==> src/rtl/rob_pkg.sv <==
package rob_pkg;
  typedef enum logic [1:0] {
    KIND_REG    = 2'd0,
    KIND_STORE  = 2'd1,
    KIND_BRANCH = 2'd2
  } rob_kind_e;
endpackage

==> src/rtl/rob_ptr_ctrl.sv <==
module rob_ptr_ctrl #(
  parameter int DEPTH = 16,
  localparam int PTR_W = $clog2(DEPTH),
  localparam int CNT_W = $clog2(DEPTH + 1)
) (
  input  logic             clk,
  input  logic             rst,
  input  logic             push,
  input  logic             pop,
  input  logic             clear,
  output logic [PTR_W-1:0] head,
  output logic [PTR_W-1:0] tail,
  output logic [CNT_W-1:0] count,
  output logic             full,
  output logic             empty
);
  function automatic logic [PTR_W-1:0] step(input logic [PTR_W-1:0] p);
    return (p == PTR_W'(DEPTH - 1)) ? '0 : p + 1'b1;
  endfunction

  always_ff @(posedge clk) begin
    if (rst || clear) begin
      head  <= '0;
      tail  <= '0;
      count <= '0;
    end else begin
      if (push) tail <= step(tail);
      if (pop)  head <= step(head);
      case ({push, pop})
        2'b10:   count <= count + 1'b1;
        2'b01:   count <= count - 1'b1;
        default: count <= count;
      endcase
    end
  end

  assign full  = (count == CNT_W'(DEPTH));
  assign empty = (count == '0);

  AST_NO_OVERFLOW: assert property (@(posedge clk) disable iff (rst) count <= CNT_W'(DEPTH));
  AST_PUSH_NOT_FULL: assert property (@(posedge clk) disable iff (rst) push |-> !full);
  AST_PUSH_GROWS: assert property (@(posedge clk) disable iff (rst) (push && !pop && !clear) |=> count == $past(count) + CNT_W'(1));
endmodule

==> src/rtl/rob_entry_store.sv <==
module rob_entry_store import rob_pkg::*; #(
  parameter int DEPTH  = 16,
  parameter int DEST_W = 5,
  parameter int DATA_W = 32,
  localparam int PTR_W = $clog2(DEPTH)
) (
  input  logic              clk,
  input  logic              rst,
  input  logic              alloc_en,
  input  logic [PTR_W-1:0]  alloc_idx,
  input  rob_kind_e         alloc_kind,
  input  logic [DEST_W-1:0] alloc_dest,
  input  logic              wr_en,
  input  logic [PTR_W-1:0]  wr_idx,
  input  logic [DATA_W-1:0] wr_value,
  input  logic              wr_mp,
  input  logic              clear_all,
  input  logic              retire_en,
  input  logic [PTR_W-1:0]  head_idx,
  output logic              head_valid,
  output logic              head_ready,
  output logic              head_mp,
  output rob_kind_e         head_kind,
  output logic [DEST_W-1:0] head_dest,
  output logic [DATA_W-1:0] head_value
);
  logic [DEPTH-1:0] live_q;
  logic [DEPTH-1:0] done_q;
  logic [DEPTH-1:0] mp_q;

  rob_kind_e         kind_mem  [DEPTH];
  logic [DEST_W-1:0] dest_mem  [DEPTH];
  logic [DATA_W-1:0] value_mem [DEPTH];

  logic wr_hit;
  assign wr_hit = wr_en && live_q[wr_idx];

  for (genvar i = 0; i < DEPTH; i++) begin : g_slot
    always_ff @(posedge clk) begin
      if (rst || clear_all) begin
        live_q[i] <= 1'b0;
        done_q[i] <= 1'b0;
        mp_q[i]   <= 1'b0;
      end else if (alloc_en && alloc_idx == PTR_W'(i)) begin
        live_q[i] <= 1'b1;
        done_q[i] <= 1'b0;
        mp_q[i]   <= 1'b0;
      end else begin
        if (retire_en && head_idx == PTR_W'(i)) live_q[i] <= 1'b0;
        if (wr_hit && wr_idx == PTR_W'(i)) begin
          done_q[i] <= 1'b1;
          mp_q[i]   <= wr_mp;
        end
      end
    end
  end

  always_ff @(posedge clk) begin
    if (alloc_en) begin
      kind_mem[alloc_idx] <= alloc_kind;
      dest_mem[alloc_idx] <= alloc_dest;
    end
  end

  always_ff @(posedge clk) begin
    if (wr_hit) value_mem[wr_idx] <= wr_value;
  end

  assign head_valid = live_q[head_idx];
  assign head_ready = done_q[head_idx];
  assign head_mp    = mp_q[head_idx];
  assign head_kind  = kind_mem[head_idx];
  assign head_dest  = dest_mem[head_idx];
  assign head_value = value_mem[head_idx];

  AST_RETIRE_LIVE: assert property (@(posedge clk) disable iff (rst) retire_en |-> (head_valid && head_ready));
endmodule

==> src/rtl/rob_inorder.sv <==
module rob_inorder import rob_pkg::*; #(
  parameter int DEPTH  = 16,
  parameter int DEST_W = 5,
  parameter int DATA_W = 32,
  localparam int TAG_W = $clog2(DEPTH),
  localparam int CNT_W = $clog2(DEPTH + 1)
) (
  input  logic              clk,
  input  logic              rst,
  input  logic              alloc_req,
  input  logic              rs_free,
  input  logic [1:0]        alloc_kind,
  input  logic [DEST_W-1:0] alloc_dest,
  output logic              alloc_grant,
  output logic [TAG_W-1:0]  alloc_tag,
  input  logic              cdb_valid,
  input  logic [TAG_W-1:0]  cdb_tag,
  input  logic [DATA_W-1:0] cdb_value,
  input  logic              cdb_mispredict,
  output logic              commit_valid,
  output logic              commit_reg_we,
  output logic              commit_mem_we,
  output logic [TAG_W-1:0]  commit_tag,
  output logic [DEST_W-1:0] commit_dest,
  output logic [DATA_W-1:0] commit_value,
  output logic              flush,
  output logic              rob_full,
  output logic              rob_empty,
  output logic [CNT_W-1:0]  rob_count
);
  logic [TAG_W-1:0]  head;
  logic              head_valid, head_ready, head_mp;
  rob_kind_e         head_kind;
  logic [DEST_W-1:0] head_dest;
  logic [DATA_W-1:0] head_value;
  logic              head_go, flush_now, retire_now;

  assign head_go     = !rob_empty && head_valid && head_ready;
  assign flush_now   = head_go && (head_kind == KIND_BRANCH) && head_mp;
  assign retire_now  = head_go && !flush_now;
  assign alloc_grant = alloc_req && rs_free && !rob_full && !flush_now;

  rob_ptr_ctrl #(.DEPTH(DEPTH)) u_ptr (
    .clk   (clk),
    .rst   (rst),
    .push  (alloc_grant),
    .pop   (retire_now),
    .clear (flush_now),
    .head  (head),
    .tail  (alloc_tag),
    .count (rob_count),
    .full  (rob_full),
    .empty (rob_empty)
  );

  rob_entry_store #(.DEPTH(DEPTH), .DEST_W(DEST_W), .DATA_W(DATA_W)) u_store (
    .clk        (clk),
    .rst        (rst),
    .alloc_en   (alloc_grant),
    .alloc_idx  (alloc_tag),
    .alloc_kind (rob_kind_e'(alloc_kind)),
    .alloc_dest (alloc_dest),
    .wr_en      (cdb_valid),
    .wr_idx     (cdb_tag),
    .wr_value   (cdb_value),
    .wr_mp      (cdb_mispredict),
    .clear_all  (flush_now),
    .retire_en  (retire_now),
    .head_idx   (head),
    .head_valid (head_valid),
    .head_ready (head_ready),
    .head_mp    (head_mp),
    .head_kind  (head_kind),
    .head_dest  (head_dest),
    .head_value (head_value)
  );

  always_ff @(posedge clk) begin
    if (rst) begin
      commit_valid  <= 1'b0;
      commit_reg_we <= 1'b0;
      commit_mem_we <= 1'b0;
      flush         <= 1'b0;
    end else begin
      commit_valid  <= retire_now;
      commit_reg_we <= retire_now && (head_kind == KIND_REG);
      commit_mem_we <= retire_now && (head_kind == KIND_STORE);
      flush         <= flush_now;
    end
  end

  always_ff @(posedge clk) begin
    if (retire_now) begin
      commit_tag   <= head;
      commit_dest  <= head_dest;
      commit_value <= head_value;
    end
  end

  logic             seen_commit;
  logic [TAG_W-1:0] prev_tag;
  always_ff @(posedge clk) begin
    if (rst || flush) begin
      seen_commit <= 1'b0;
      prev_tag    <= '0;
    end else if (commit_valid) begin
      seen_commit <= 1'b1;
      prev_tag    <= commit_tag;
    end
  end

  AST_COMMIT_ORDER: assert property (@(posedge clk) disable iff (rst) (commit_valid && seen_commit) |-> commit_tag == ((prev_tag == TAG_W'(DEPTH - 1)) ? '0 : prev_tag + 1'b1));
  AST_FLUSH_EMPTIES: assert property (@(posedge clk) disable iff (rst) flush |-> (rob_empty && !commit_valid));
  AST_ONE_STROBE: assert property (@(posedge clk) disable iff (rst) !(commit_reg_we && commit_mem_we));
endmodule

==> config.mk <==
export PLATFORM = sky130hd
export DESIGN_NAME = rob_inorder
export DESIGN_NICKNAME = d
export VERILOG_FILES = /design/src/rtl/rob_pkg.sv /design/src/rtl/rob_ptr_ctrl.sv /design/src/rtl/rob_entry_store.sv /design/src/rtl/rob_inorder.sv
export SDC_FILE = /design/constraint.sdc
export NUM_CORES = 1
export LEC_CHECK = 0
export ABC_AREA = 1
export BUFFER_PORTS_ARGS = -buffer_cell sky130_fd_sc_hd__buf_2
export CAP_MARGIN = 20
export CORE_ASPECT_RATIO = 0.7
export CORE_MARGIN = 2
export CORE_UTILIZATION = 38
export DETAILED_ROUTE_END_ITERATION = 6
export PLACE_DENSITY = 0.51
export SLEW_MARGIN = 20
export SYNTH_ARGS = -nofsm -noshare
export SYNTH_HDL_FRONTEND = slang
export SYNTH_SLANG_ARGS = --single-unit
==> constraint.sdc <==
create_clock -name clk -period 11.05 [get_ports clk]
set_input_delay 0.5525 -clock clk [delete_from_list [all_inputs] [get_ports clk]]
set_output_delay 0.5525 -clock clk [all_outputs]
set_load 0.05 [all_outputs]
==> flow_metrics.py, run 1 <==
metrics = {
    "global_routing": {
        "grt_pass1_wl_um": 117200,
        "grt_pass1_vias": 18130,
        "grt_util_all_layers_pct": 19.75,
        "grt.overflow.total": 0,
        "grt_max_degree": 150,
        "antenna_found_initial": 4,
    },
    "synth": {
        "ys_warn_count": 0,
        "synth.largest_area_cell": "edfxtp_1",
        "syn-cell-area_um2": 29360,
        "postSynthAreaPerCell_um2": 11.79,
        "yosysMostFrequentCell": "edfxtp_1",
        "synth_top_area_share_pct": 68.00,
        "syn_inst": 2491,
        "ys.flop_type": "edfxtp_1",
        "ys_seq_area_share_pct": 72.71,
        "synth_area_leaders": "edfxtp_1 (68%), nor2_1 (5.4%), o21ai_0 (5.2%)",
        "yosysUniqueCellTypes": 33,
        "synth-seq-cells": 734,
        "synth_nets": 2553,
        "async_reset_ff_share_pct": 0,
        "synthTopCellsByCount": "edfxtp_1 (665), nor2_1 (425), nand2_1 (368)",
        "synth_edf_count": 665,
    },
    "timing": {
        "fin_crit_sh_pct": 41.70,
        "period_needed_ns": 4.608,
        "finClkSkew_ns": 0.03036,
        "fmax_mhz": 217.0,
        "setup_viol": 0,
        "fin_setup_tns_ns": 0,
        "hold_violations": 0,
        "worstMarginPinSlew_ns": 1.098,
        "relSlewSlack_pct": 26.81,
        "rsz0062_at_grt": "no",
        "slew_violations": 0,
    },
    "clocking": {
        "path_clk_slew_ns": 0.06,
        "root_buffer": "clkbuf_16",
        "clkLatencyLatePin_ns": 0.63,
        "ctsHoldBuffers": 0,
        "post-cts-setup-buffers": 0,
        "clock-sinks": 734,
        "cts_buffers": 74,
        "cts_repair_resize_count": 0,
        "h-tree-depth": 3,
        "cts_tree": "yes",
        "clock_path_buffers": 3,
    },
    "worst_hold_path": {
        "min_from": "rst",
        "hold_class": "input port to flop",
        "hold-path-cell-count": 2,
        "hold_path_end": "flush",
    },
    "cells_and_area": {
        "finish.utilization_pct": 43.30,
        "drive_gt1_share_pct": 10.79,
        "layout.nets": 2617,
        "syn2layout_area_growth_pct": 13.07,
    },
    "die": {
        "die-area_um2": 79550,
        "start_util_pct": 38.29,
        "dieWidth_um": 336.3,
        "coreArea_um2": 76680,
        "die_y_um": 236.6,
        "row_count": 85,
        "io_pins": 106,
    },
    "setup_path": {
        "ff2ff_setup_slack_ns": 6.44,
        "cp-start-kind": "flop",
        "crit_fanout": 149,
        "critPathRequiredTime_ns": 11.56,
        "critPathArrivalTime_ns": 5.12,
        "rr_endpoint": "u_ptr.count[4]",
        "r2r_cells": 20,
        "setup.worst_path.class": "flop to flop",
        "reg2reg_from": "u_ptr.head[0]",
        "crit_path_end_kind": "flop",
    },
    "detailed_routing": {
        "vias": 19130,
        "drc_errors": 0,
        "final_antenna_net_count": 0,
        "drt_iter0_drc": 1767,
        "vias_per_cell": 5.224,
        "wl_per_cell_um": 21.58,
        "drt-pass1-iter-count": 7,
        "wl_um": 79000,
    },
    "power": {
        "vdd_drop_max_v": 0.00009842,
        "power.density_nw_per_um2": 169.6,
        "leakage_nw": 11.56,
    },
    "status": {
        "outcome": "finished, final reports clean",
    },
    "place": {
        "dp_hpwl_um": 40900,
        "io_buffers": 105,
        "gp_congestion": 0.8515,
    },
    "run": {
        "drv.max_cap_violation_count": 0,
    },
}
[worst max-delay path by stage]
stage                        start             end  slack [ns]  cells after the start
floorplan           u_ptr.count[1]  u_ptr.count[4]        7.11                     21
global placement     u_ptr.head[0]  u_ptr.count[4]        6.58                     20
detailed placement   u_ptr.head[0]  u_ptr.count[4]        6.51                     20
CTS                  u_ptr.head[0]  u_ptr.count[4]        6.51                     20
global route         u_ptr.head[0]  u_ptr.count[4]        6.00                     20
finish               u_ptr.head[0]  u_ptr.count[4]        6.44                     20
[kinds of logic (layout without fill, tap and decap cells)]
kind of cell	count (synthesis)	after routing	synth area share, %
buffers and inverters	293	416	4.120
flip-flops	734	734	72.71
other	0	3	0
XOR/XNOR	7	7	0.2088
AND/OR/NAND/NOR	951	951	13.29
adder cells (fa/ha/maj)	13	13	0.5795
AO/OA/AOI/OAI	493	493	9.097
[sequential cells by signal (all words and copies together), names as in the netlist, 4 cells and up, named ones only]
signal             count
u_store.value_mem    512
u_store.dest_mem      80
commit_value          32
u_store.kind_mem      32
u_store.done_q        16
u_store.live_q        16
u_store.mp_q          16
commit_dest            5
u_ptr.count            5
commit_tag             4
u_ptr.head             4
u_ptr.tail             4
[cell usage in the layout, fill, tap and decap left out, types with 2 or more instances in the layout]
cell	synthesis	layout
clkbuf_1	94	15
inv_2	3	19
clkinv_2	0	14
nand3_2	7	7
o21ai_1	4	4
inv_6	0	3
o21ai_0	308	308
buf_4	8	27
edfxtp_1	665	665
dfxtp_4	0	2
xor2_1	6	6
buf_2	24	105
diode_2	0	3
nand3_1	88	88
o211ai_1	3	3
inv_1	143	125
o22ai_1	149	149
o21bai_1	2	2
clkbuf_16	0	76
nand2_1	368	368
inv_4	2	3
clkinv_4	0	2
a21oi_1	25	25
a22oi_1	2	2
nor2_4	1	4
ha_1	12	12
bufinv_16	0	7
nand2_2	2	2
nand4_1	54	54
nor2_2	3	3
nor2_1	425	422
dfxtp_1	69	67
clkinv_1	1	14
clkbuf_8	0	2
[cell type report]
type | count | area [um^2]
timing repair buffer | 132 | 728.2
antenna | 3 | 7.507
sequential | 734 | 21360
clock inverter | 42 | 416.7
tap | 1044 | 1306
clock buffer | 93 | 1986
inverter | 149 | 574.3
multi-input combinational | 1464 | 6827
fill | 7037 | 43480
[critical path, cell delays in order (launching register included)]
cell and delay (ns):
dfxtp_4 0.89, inv_8 0.45, nand2_1 0.21, nand3_1 0.10
nand2_1 0.10, nand2_1 0.05, nand2_1 0.10, nor2_2 0.05
nor2_4 0.38, nand3_4 0.35, nand2_1 0.31, ha_1 0.32
inv_1 0.09, fa_1 0.41, inv_1 0.08, nand3_1 0.06
nand2_1 0.08, a21oi_1 0.05, o21ai_0 0.10, xor2_1 0.17
nor2_1 0.06
[stage by stage]
step           power [mW]  cells  setup WS [ns]  hold WS, ns  cell area, um^2
6_report            5.631   3661          6.442       0.1331            33200
4_1_cts             5.684   3658          6.515      0.09383            33200
3_3_place_gp        3.170   3523          6.581       0.4579            30790
5_1_grt             5.794   3658          5.997       0.1087            33200
2_1_floorplan       3.122   2491          7.109       0.4392            29360
3_5_place_dp        3.173   3523          6.510       0.4571            30790
[report_power, final]
part	total, mW	switching [mW]	internal (mW)
Sequential	3.03	0.00294	3.02
Combinational	0.0866	0.0706	0.0160
Clock	2.52	1.07	1.45
Total	5.63	1.14	4.49
[routing by layer]
| layer | routed length [um] | track usage (%) | vias up |
|---|---|---|---|
| li1 | - | - | 8944 |
| met1 | 38080 | 30.19 | 9480 |
| met2 | 34350 | 28.90 | 581 |
| met3 | 4981 | 3.702 | 116 |
| met4 | 1560 | 4.770 | 4 |
| met5 | 26 | 0 | - |
Power figures use the tool's default switching activity.
==> run 2, diff against run 1 <==
clock period = 4.45 ns   (was 11.05 ns; I/O delays follow)
==> flow_metrics.py, run 2 (same netlist as run 1, synthesis figures left out) <==
metrics = {
    "clocking": {
        "clock_path_buffers": 3,
        "clock-sinks": 734,
        "cts_repair_resize_count": 0,
        "root_buffer": "clkbuf_16",
        "path_clk_slew_ns": 0.07,
        "clkLatencyLatePin_ns": 0.63,
        "cts_tree": "yes",
        "cts_buffers": 74,
        "h-tree-depth": 3,
    },
    "timing": {
        "final.setup.worst_slack_ns": 0.7823,
        "worstMarginPinSlew_ns": 1.128,
        "fin_crit_sh_pct": 82.42,
        "fin_setup_tns_ns": 0,
        "hold_violations": 0,
        "fmax_mhz": 272.7,
        "period_needed_ns": 3.668,
        "rsz0062_at_grt": "no",
        "slew_violations": 0,
        "setup_viol": 0,
        "finClkSkew_ns": 0.01803,
        "holdWs_ns": 0.05439,
        "relSlewSlack_pct": 24.78,
    },
    "global_routing": {
        "grt_pass1_wl_um": 117200,
        "grt_pass1_vias": 18260,
        "grt_max_degree": 207,
        "grt.overflow.total": 0,
        "grt_util_all_layers_pct": 19.58,
        "antenna_found_initial": 6,
    },
    "setup_path": {
        "ff2ff_setup_slack_ns": 0.78,
        "crit_fanout": 22,
        "setup.worst_path.class": "flop to flop",
        "cp-start-kind": "flop",
        "crit_path_end_kind": "flop",
        "critPathRequiredTime_ns": 4.95,
        "rr_endpoint": "u_ptr.count[4]",
        "r2r_cells": 20,
        "critPathArrivalTime_ns": 4.17,
    },
    "detailed_routing": {
        "wl_um": 78390,
        "wl_per_cell_um": 21.16,
        "final_antenna_net_count": 0,
        "drt-pass1-iter-count": 5,
        "drc_errors": 0,
        "vias": 19360,
        "vias_per_cell": 5.226,
        "drt_iter0_drc": 2139,
    },
    "cells_and_area": {
        "regMostFlops": "u_store.value_mem",
        "largest_reg_flops": 512,
        "largestRegisters": "u_store.value_mem: 512 flops, u_store.dest_mem: 80 flops",
        "mostFrequentLayoutCell": "edfxtp_1",
        "fill_cells": 7061,
        "multi_input_area_um2": 6827,
        "finish.utilization_pct": 43.79,
        "layout.nets": 2662,
        "syn2layout_area_growth_pct": 14.36,
        "layout_common_cells": "edfxtp_1 (665), nor2_1 (422), nand2_1 (368)",
        "design_area_um2": 33580,
        "drive_gt1_share_pct": 10.58,
        "seqCellArea_um2": 21360,
        "layout.cells.non_filler": 3705,
    },
    "worst_hold_path": {
        "hold_class": "input port to flop",
        "hold-path-cell-count": 1,
        "min_from": "cdb_value[23]",
        "hold_path_end": "u_store.value_mem[10][23]",
    },
    "power": {
        "leakage_nw": 11.70,
        "vdd_drop_max_v": 0.0002279,
        "fin_total_pwr_mw": 13.76,
        "power.density_nw_per_um2": 409.8,
    },
    "place": {
        "post-place-ws_ns": 0.8050,
        "io_buffers": 105,
        "dpl_cell_area_um2": 30860,
        "dpl.cell_count": 3527,
        "dp_hpwl_um": 45130,
        "gp_congestion": 0.8732,
    },
    "die": {
        "dieWidth_um": 336.3,
        "die-area_um2": 79550,
        "coreArea_um2": 76680,
        "die_y_um": 236.6,
        "io_pins": 106,
        "start_util_pct": 38.29,
        "row_count": 85,
    },
    "run": {
        "drv.max_cap_violation_count": 0,
    },
    "status": {
        "outcome": "finished, final reports clean",
    },
}
[run 2: cell types whose count changed in the layout (fill, tap and decap cells not counted), sizes merged]
cell / delta
dlygate4sd3: +41
bufinv: -4
buf: +4
clkinv: +2
diode: +1
[run 2: worst max-delay path by stage]
stage | cells after the start | slack [ns] | end | start
CTS | 21 | 0.78 | u_ptr.count[4] | u_ptr.head[0]
global route | 21 | 0.33 | u_ptr.count[4] | u_ptr.head[0]
global placement | 21 | 0.86 | u_ptr.count[4] | u_ptr.head[0]
floorplan | 21 | 0.51 | u_ptr.count[4] | u_ptr.count[1]
finish | 20 | 0.78 | u_ptr.count[4] | flop
detailed placement | 21 | 0.81 | u_ptr.count[4] | u_ptr.head[0]
[run 2: worst max-delay path, stage by stage (launching register included)]
cell,delay [ns]
dfxtp_1,0.73
inv_4,0.18
nand2_1,0.11
nand2_1,0.05
nand2_1,0.05
nand3_1,0.06
nand3_1,0.07
nand2_1,0.15
nor2_2,0.20
nand3_4,0.27
nand2_1,0.30
ha_1,0.31
inv_1,0.08
fa_1,0.40
inv_1,0.07
nand3_1,0.06
nand2_1,0.08
a21oi_1,0.05
o21ai_0,0.09
xor2_1,0.16
nor2_1,0.06
[run 2: power breakdown]
part	switching, mW	internal (mW)	leakage (nW)
logic	0.186	0.0638	4.04
registers	0.00695	7.51	6.54
clock network	2.65	3.34	1.12
total	2.84	10.9	11.7
[run 2: repair_timing]
item                                   4_1_cts  5_1_grt
setup buffers                                0        0
hold buffers                                41        0
setup endpoints to repair                    0        0
endpoints found under the hold margin      588        0
[run 2: layout make-up]
cell class	instances	area share, %
multi-input combinational	1464	20.33
tap	1044	3.890
antenna	4	0.02981
clock inverter	40	0.9501
sequential	734	63.60
timing repair buffer	177	3.603
inverter	149	1.714
clock buffer	93	5.883
[run 2: layer usage]
layer  track usage, %  part of all wire (%)  vias to the layer above
li1                 -                     -                     9044
met1            30.71                    49                     9620
met2            27.94                    42                      589
met3            3.841                   6.8                      103
met4            4.104                   1.6                        6
met5                0                 0.043                        -
